<file path="src/rtl/hs_slave_pkg.sv">
package hs_slave_pkg;
  typedef enum logic {
    PH_SAMPLE_RISE = 1'b0,
    PH_SAMPLE_FALL = 1'b1
  } phase_e;
endpackage

</file>
<file path="src/rtl/hs_sync.sv">
module hs_sync #(
  parameter int WIDTH  = 2,
  parameter int STAGES = 2
) (
  input  logic             clk,
  input  logic             rst_n,
  input  logic [WIDTH-1:0] d,
  output logic [WIDTH-1:0] q
);
  generate
    for (genvar b = 0; b < WIDTH; b++) begin : g_bit
      logic [STAGES-1:0] chain;
      always_ff @(posedge clk or negedge rst_n) begin
        if (!rst_n) chain <= '0;
        else        chain <= {chain[STAGES-2:0], d[b]};
      end
      assign q[b] = chain[STAGES-1];
    end
  endgenerate
endmodule

</file>
<file path="src/rtl/hs_shifter.sv">
module hs_shifter
  import hs_slave_pkg::*;
#(
  parameter int FRAME_W = 8
) (
  input  logic               clk,
  input  logic               rst_n,
  input  phase_e             phase,
  input  logic               sclk_s,
  input  logic               sdi_s,
  input  logic [FRAME_W-1:0] tx_word,
  output logic               sdo,
  output logic               frame_end,
  output logic [FRAME_W-1:0] rx_word
);
  localparam int CW = (FRAME_W > 1) ? $clog2(FRAME_W) : 1;
  localparam logic [CW-1:0] LAST = CW'(FRAME_W - 1);

  logic               sclk_d;
  logic               rise, fall, smp_edge, shf_edge;
  logic [CW-1:0]      cnt;
  logic [FRAME_W-1:0] rx_sh, tx_sh;
  logic               sdo_q;

  always_ff @(posedge clk or negedge rst_n) begin
    if (!rst_n) sclk_d <= 1'b0;
    else        sclk_d <= sclk_s;
  end

  assign rise     = sclk_s & ~sclk_d;
  assign fall     = ~sclk_s & sclk_d;
  assign smp_edge = (phase == PH_SAMPLE_FALL) ? fall : rise;
  assign shf_edge = (phase == PH_SAMPLE_FALL) ? rise : fall;

  // receive side: counter and shift register
  always_ff @(posedge clk or negedge rst_n) begin
    if (!rst_n) begin
      cnt       <= '0;
      rx_sh     <= '0;
      frame_end <= 1'b0;
    end else begin
      frame_end <= 1'b0;
      if (smp_edge) begin
        rx_sh <= {rx_sh[FRAME_W-2:0], sdi_s};
        if (cnt == LAST) begin
          cnt       <= '0;
          frame_end <= 1'b1;
        end else begin
          cnt <= cnt + 1'b1;
        end
      end
    end
  end

  assign rx_word = rx_sh;

  // transmit side
  always_ff @(posedge clk or negedge rst_n) begin
    if (!rst_n) begin
      tx_sh <= '0;
      sdo_q <= 1'b0;
    end else if (phase == PH_SAMPLE_RISE) begin
      if (cnt == '0)     tx_sh <= tx_word;
      else if (shf_edge) tx_sh <= {tx_sh[FRAME_W-2:0], 1'b0};
    end else if (shf_edge) begin
      if (cnt == '0) begin
        sdo_q <= tx_word[FRAME_W-1];
        tx_sh <= {tx_word[FRAME_W-2:0], 1'b0};
      end else begin
        sdo_q <= tx_sh[FRAME_W-1];
        tx_sh <= {tx_sh[FRAME_W-2:0], 1'b0};
      end
    end
  end

  assign sdo = (phase == PH_SAMPLE_FALL) ? sdo_q : tx_sh[FRAME_W-1];

  // a completed frame always leaves the counter at bit zero
  p_count_wrap_r2: assert property (@(posedge clk) disable iff (!rst_n)
    frame_end |-> (cnt == '0));

  // mid-frame, the output bit moves only on a shifting edge
  p_sdo_hold_r3: assert property (@(posedge clk) disable iff (!rst_n)
    (!shf_edge && cnt != '0 && $stable(phase)) |=> $stable(sdo));
endmodule

</file>
<file path="src/rtl/hs_holding.sv">
module hs_holding #(
  parameter int FRAME_W = 8
) (
  input  logic               clk,
  input  logic               rst_n,
  input  logic               hs_en,
  input  logic               frame_end,
  input  logic [FRAME_W-1:0] rx_word,
  input  logic               rd_ready,
  output logic               rd_valid,
  output logic [FRAME_W-1:0] rd_data,
  output logic               rdy,
  output logic               done
);
  logic               pend_q, full_q, take, xfer;
  logic [FRAME_W-1:0] hold_q;

  assign take = full_q & rd_ready;
  assign xfer = pend_q & (~full_q | take);

  always_ff @(posedge clk or negedge rst_n) begin
    if (!rst_n) begin
      pend_q <= 1'b0;
      full_q <= 1'b0;
      hold_q <= '0;
      done   <= 1'b0;
    end else begin
      done <= xfer;
      if (frame_end)  pend_q <= 1'b1;
      else if (xfer)  pend_q <= 1'b0;
      if (xfer) begin
        hold_q <= rx_word;
        full_q <= 1'b1;
      end else if (take) begin
        full_q <= 1'b0;
      end
    end
  end

  assign rd_valid = full_q;
  assign rd_data  = hold_q;
  assign rdy      = ~(hs_en & pend_q & full_q);

  // an offered word waits unchanged for the host
  p_hold_stable_r4: assert property (@(posedge clk) disable iff (!rst_n)
    (rd_valid && !rd_ready) |=> (rd_valid && $stable(rd_data)));

  // busy is only ever raised against a full holding register
  p_busy_full_r5: assert property (@(posedge clk) disable iff (!rst_n)
    !rdy |-> rd_valid);

  // a read during busy releases the line and keeps the flag set
  p_release_r6: assert property (@(posedge clk) disable iff (!rst_n)
    (!rdy && rd_ready) |=> (rdy && rd_valid));

  // handshake off means the line never drops
  p_off_ready_r7: assert property (@(posedge clk) disable iff (!rst_n)
    !hs_en |-> rdy);

  // the strobe never lasts two cycles
  p_done_single_r8: assert property (@(posedge clk) disable iff (!rst_n)
    done |=> !done);
endmodule

</file>
<file path="src/rtl/hs_serial_slave.sv">
module hs_serial_slave
  import hs_slave_pkg::*;
#(
  parameter int FRAME_W     = 8,
  parameter int SYNC_STAGES = 2
) (
  input  logic               clk,
  input  logic               rst_n,
  input  logic               hs_en,
  input  logic               phase_sel,
  input  logic               sclk_in,
  input  logic               sdi_in,
  output logic               sdo_out,
  output logic               rdy_out,
  input  logic [FRAME_W-1:0] tx_data,
  output logic               rx_valid,
  input  logic               rx_ready,
  output logic [FRAME_W-1:0] rx_data,
  output logic               frame_done
);
  logic [1:0]         sync_q;
  logic               frame_end;
  logic [FRAME_W-1:0] rx_word;
  phase_e             phase;

  assign phase = phase_e'(phase_sel);

  hs_sync #(.WIDTH(2), .STAGES(SYNC_STAGES)) i_sync (
    .clk   (clk),
    .rst_n (rst_n),
    .d     ({sclk_in, sdi_in}),
    .q     (sync_q)
  );

  hs_shifter #(.FRAME_W(FRAME_W)) i_shifter (
    .clk       (clk),
    .rst_n     (rst_n),
    .phase     (phase),
    .sclk_s    (sync_q[1]),
    .sdi_s     (sync_q[0]),
    .tx_word   (tx_data),
    .sdo       (sdo_out),
    .frame_end (frame_end),
    .rx_word   (rx_word)
  );

  hs_holding #(.FRAME_W(FRAME_W)) i_holding (
    .clk       (clk),
    .rst_n     (rst_n),
    .hs_en     (hs_en),
    .frame_end (frame_end),
    .rx_word   (rx_word),
    .rd_ready  (rx_ready),
    .rd_valid  (rx_valid),
    .rd_data   (rx_data),
    .rdy       (rdy_out),
    .done      (frame_done)
  );
endmodule

</file>
<file path="config.mk">
export PLATFORM = sky130hd
export DESIGN_NAME = hs_serial_slave
export DESIGN_NICKNAME = d
export VERILOG_FILES = /design/src/rtl/hs_slave_pkg.sv /design/src/rtl/hs_sync.sv /design/src/rtl/hs_shifter.sv /design/src/rtl/hs_holding.sv /design/src/rtl/hs_serial_slave.sv
export SDC_FILE = /design/constraint.sdc
export NUM_CORES = 1
export LEC_CHECK = 0
export ABC_AREA = 1
export CORE_MARGIN = 8
export CORE_UTILIZATION = 40
export CTS_CLUSTER_SIZE = 16
export DETAILED_ROUTE_END_ITERATION = 7
export GPL_TIMING_DRIVEN = 0
export PLACE_DENSITY_LB_ADDON = 0.12
export SLEW_MARGIN = 0
export SYNTH_ARGS = -nofsm -noshare
export SYNTH_HDL_FRONTEND = slang
export SYNTH_HIERARCHICAL = 1
export SYNTH_SLANG_ARGS = --single-unit
export TNS_END_PERCENT = 100
</file>
<file path="constraint.sdc">
create_clock -name clk -period 1.32 [get_ports clk]
set_input_delay 0.264 -clock clk [delete_from_list [all_inputs] [get_ports clk]]
set_output_delay 0.264 -clock clk [all_outputs]
set_load 0.02 [all_outputs]
</file>
; ---- Yosys cells after proc, flatten, opt, wreduce, memory -nomap -nowiden
; Cells that the tools add are included.
[word_totals]
regBits = 37
inputBits = 15
out_inout_bits = 12
[classes]
n_addsub = 1
n_eq_ne = 2
muxes = 16
bitwise = 11
n_reduce_logical = 6
[ops]
columns = operator, n
row1 = $mux W8, 5
row2 = $mux W1, 10
row3 = $and A1 B1 Y1, 6
row4 = $reduce_bool A2 Y1, 3
row5 = $not A1 Y1, 4
row6 = $reduce_and A2 Y1, 2
row7 = $add A3 B1 Y3 const B, 1
row8 = $eq A3 B3 Y1 const B, 1
row9 = $logic_not A3 Y1, 1
row10 = $mux W3, 1
row11 = $ne A2 B1 Y1 const B, 1
row12 = $or A1 B1 Y1, 1

; ---- Depth between registers and ports, before layout
; Gate-level depths: netlist of the first run.
[depth]
word_depth = 6
depth_mapped = 9

; ---- Hierarchy
; Netlist of the first run, hierarchy kept.
[by_module_without_submodules]
columns = mod, n_inst, cells_per_inst, area_each_um2
row1 = hs_shifter, 1, 137, 1207.4
row2 = hs_holding, 1, 45, 441.7
row3 = hs_sync, 1, 6, 115.1

; ---- Least setup slack after synthesis of the first run
; OpenSTA, ideal clock, no wires.
[synth_path]
kind = register to register
start = reg i_shifter.cnt[0]
end = reg i_shifter.tx_sh[1]
setup_ns = 0.117
arrival_ns = 1.216
required_time_ns = 1.203
path_slack_ns = -0.013
stages_incl_launch_ff = 10
n_path_buf = 1
period_less_slack_ns = 1.333
cell_sequence = dfrtp_1 > inv_1 > ha_1 > buf_4 > nand2_4 > nand2_1 > nand2_2 > nand2_2 > nand2_1 > nand2_1
[synth_between]
elab_chain_len = 4
[synth_rtl]
columns = item, line
row1 = "start, declared", hs_shifter.sv:21  ; logic [CW-1:0] cnt;
row2 = "start signal, assigned", hs_shifter.sv:49  ; cnt <= cnt + 1'b1;
row3 = $logic_not A3 Y1 *, "hs_shifter.sv:63, hs_shifter.sv:66"
row4 = $mux W8, hs_shifter.sv:66  ; if (cnt == '0) begin
row5 = $mux W8, hs_shifter.sv:65  ; end else if (shf_edge) begin
row6 = $mux W8, hs_shifter.sv:62  ; end else if (phase == PH_SAMPLE_RISE) begin
row7 = "end signal, assigned", hs_shifter.sv:63  ; if (cnt == '0) tx_sh <= tx_word;
row8 = "end signal, assigned", hs_shifter.sv:64  ; else if (shf_edge) tx_sh <= {tx_sh[FRAME_W-2:0], 1'b0};
row9 = "end signal, assigned", hs_shifter.sv:68  ; tx_sh <= {tx_word[FRAME_W-2:0], 1'b0};
row10 = "end, declared", hs_shifter.sv:22  ; logic [FRAME_W-1:0] rx_sh, tx_sh;
; Mark *: on every way between the ends. The rest lies on a longest branch, timed or not. The select of a mux whose other input is x is not followed.
; A chain may end at the register's enable or synchronous reset.

; ---- Worst setup path in the final report of the first run
[layout_path]
start = reg i_holding.full_q (netlist: i_holding/rd_valid)
end = out rx_valid
[layout_rtl]
columns = item, line
row1 = "start, declared", hs_holding.sv:15  ; logic pend_q, full_q, take, xfer;
row2 = "start signal, assigned", hs_holding.sv:24  ; full_q <= 1'b0;
row3 = "start signal, assigned", hs_holding.sv:33  ; full_q <= 1'b1;
row4 = "start signal, assigned", hs_holding.sv:35  ; full_q <= 1'b0;
row5 = "end, declared", hs_serial_slave.sv:16  ; output logic rx_valid,
; No word-level cell between the ends.

==> flow_metrics.tcl, run 1 <==
set metrics [dict create \
    dpl_cell_area_sq_mm 0.00209 \
    total_power_mw 4.27 \
    startpoint_type "flip-flop" \
    clock-sinks 37 \
    cts_buffers 5 \
    grt_pass1_vias 1505 \
    synth_warnings 6 \
    cp_data_arrival_time_ps 1020 \
    worst_slew_pin_slew_ps 805 \
    cp_slowest_cell "dfrtp_1" \
    grt_max_degree 38 \
    ios 27 \
    crit_chain "dlygate4sd2_1" \
    gp_congestion 0.849 \
    run_status "completed" \
    dieArea_sq_mm 0.00679 \
    dr.pass1.iters 4 \
    worstSetupPathType "reg2out" \
    ys_ff_latch 37 \
    intPower_mw 2.62 \
    clockRootBuffer "clkbuf_8" \
    clkLatencyLatePin_ps 280 \
    post-dp-hpwl_mm 2.65 \
    cap_violations 0 \
    fmax_mhz 777 \
    timing.final.crit_share_pct 97.5 \
    hold_class "in2async" \
    n_fill_cell 412 \
    drive_above_1_share_pct 28.6 \
    rsz0062_at_grt "yes" \
    hold_slack_ps 64.5 \
    initial_core_util_pct 41.1 \
    diodes 0 \
    finalInstanceArea_sq_mm 0.00232 \
    setup_viol 0 \
    syn_area_sq_mm 0.00176 \
    worstSetupStartpoint "i_holding/rd_valid$_DFFE_PN0P_" \
    num-nets-final 248 \
    antenna_found_initial 0 \
    crit_path_end_kind "output pin" \
    r2r_start "i_shifter/cnt[1]$_DFFE_PN0P_" \
    grt_pass1_wl_mm 6.41 \
    io_buffers 26 \
    cts_hold_buf 0 \
    synth.avg_cell_area_sq_um 9.38 \
    cpPeakStageDelay_ps 400 \
    drt.antenna.violating_nets 0 \
    worst-r2r-setup-slack_ps 50 \
    slew_viol_final 0 \
    hold_violations 0 \
    cts_tree "built" \
    required_ps 1060 \
    path_buf_inv 1 \
    slew_headroom_pct 46.3 \
    leakage_nw 1.16 \
    clk_pin_slew_worst_paths_ps 70 \
    dp.cells 266 \
    tns_ps 0 \
    skew_ps 4.59 \
    gr-total-overflow 0 \
    seq_area_frac_synth_pct 52.5 \
    seq_power_share_pct 38.9 \
    p_switching_mw 1.65 \
    ir_drop_mv 0.633 \
    syn_inst 188 \
    area_growth_pct 31.7 \
    htreeDepth 2 \
    track_usage_pct 12.1 \
    synth_cell_types 23 \
    syn_nets 206 \
    vias_per_cell 4.98 \
    drc_errors 0 \
    drt_iter0_drc 52 \
    routed_wl_mm 3.70 \
    pwr_density_cell_mw_per_mm2 1840 \
    routedWlPerCell_um 13.1 \
    coreArea_sq_mm 0.00429 \
    clock_path_buffers 2 \
    power_frac_comb_pct 43.2 \
    clkPwrFrac_pct 17.8 \
    vias 1408 \
    num_rows 24 \
    netSwitchingFraction_pct 38.6 \
    crit_path_max_fanout 3 \
    fin_crit_ps 1290 \
    die_x_um 82.4 \
    critical-path-top-delay-family "flip-flops" \
    fp.dieH_um 82.4 \
    instances_no_fill 283 \
]
## cells in the final DEF (no fill, tap or decap), drive strengths merged, types with 6 or more instances in the layout
cell type / count
nand2: 59
dfrtp: 37
nand3: 30
buf: 20
inv: 16
nand4: 14
clkdlybuf4s50: 12
dlygate4sd2: 10
o21ai: 9
clkbuf: 6
## flip-flops by register name (all words and copies together) (netlist names)
| register | count |
|---|---|
| i_shifter/cnt | 3 |
| i_holding/rd_data | 8 |
| i_shifter/rx_word | 8 |
| i_holding/rd_valid | 1 |
| i_holding/done | 1 |
| i_holding/pend_q | 1 |
| i_shifter/sdo_q | 1 |
| i_shifter/frame_end | 1 |
| i_shifter/tx_sh | 8 |
| i_sync/g_bit.chain | 4 |
| i_shifter/sclk_d | 1 |
## timing repair
item,in CTS,in global routing
resized for setup,33,14
endpoints found under the setup margin,21,11
pin swaps,2,4
setup buffers,2,5
cloned,1,1
## kinds of logic after synthesis
kind of cell / count (synthesis) / share of synthesized area, %
flops: 37 / 52.5
buf+inv: 28 / 9.43
compound gates: 15 / 6.95
simple gates: 105 / 29.0
fa+ha+maj: 3 / 2.13
## power by group through the flow
stage / combinational [mW] / sequential (mW) / clock, mW
after floorplan: 0.904 / 1.80 / 0
after global placement: 1.53 / 1.67 / 0
after detailed placement: 1.56 / 1.69 / 0
after CTS: 1.60 / 1.67 / 0.794
after global routing: 2.05 / 1.72 / 0.855
final: 1.85 / 1.66 / 0.762
## cell type report
cell class	instances	area (sq um)	share of cell area (%)
sequential	37	926	39.8
multi-input combinational	125	764	32.9
tap	52	65.1	2.80
clock buffer	5	68.8	2.96
buffer	11	120	5.17
inverter	17	66.3	2.85
clock inverter	3	17.5	0.754
timing repair buffer	33	295	12.7
## synth_stat cells, drive strengths merged
cell    number  share of area [%]
a21oi        5                2.3
clkinv       1               0.21
dfrtp       37                 52
o21bai       1               0.64
nor2         4               0.99
buf         11                5.7
nand2       57                 13
o21ai        9                4.0
nand4       14                5.0
ha           3                2.1
nand3       30                9.8
inv         16                3.5
## path summary, 6_finish.rpt
path / end / cells after the start
max: rx_valid / 1
min: i_holding/rd_data[1]$_DFFE_PN0P_ / 1
max reg2reg: i_shifter/tx_sh[6]$_DFFE_PN0P_ / 9
min reg2reg: i_sync/g_bit[1].chain[1]$_DFF_PN0_ / 0
max in group asynchronous: i_shifter/sclk_d$_DFF_PN0_ / 1
min in group clk: i_sync/g_bit[1].chain[1]$_DFF_PN0_ / 0
## per-layer routing
layer | wire [um] | share of wire [%] | vias up | GRT usage, %
li1 | - | - | 704 | -
met1 | 1480 | 40 | 664 | 13.1
met2 | 1950 | 53 | 33 | 21.5
met3 | 220 | 5.9 | 7 | 3.57
met4 | 55 | 1.5 | 0 | 5.09
met5 | 0 | 0 | - | 0
## stage by stage
stage | utilization [%] | worst slack [ps]
after global routing | 54.1 | -8.47
final | 54.1 | 33.0
after CTS | 51.4 | 4.37
after detailed placement | 48.7 | -767
after global placement | 48.8 | -811
after floorplan | - | 4.71
Note: power is estimated with default switching activity, not from simulation.
==> run 2, diff against run 1 <==
--- a/config.mk
+++ b/config.mk
@@ -11,6 +11,7 @@
 export CTS_CLUSTER_SIZE = 16
 export DETAILED_ROUTE_END_ITERATION = 7
 export GPL_TIMING_DRIVEN = 0
+export HOLD_SLACK_MARGIN = 0.08
 export PLACE_DENSITY_LB_ADDON = 0.12
 export SLEW_MARGIN = 0
 export SYNTH_ARGS = -nofsm -noshare
==> results of run 2 <==
The final DEF is identical to that of run 1; final timing and power are the same.
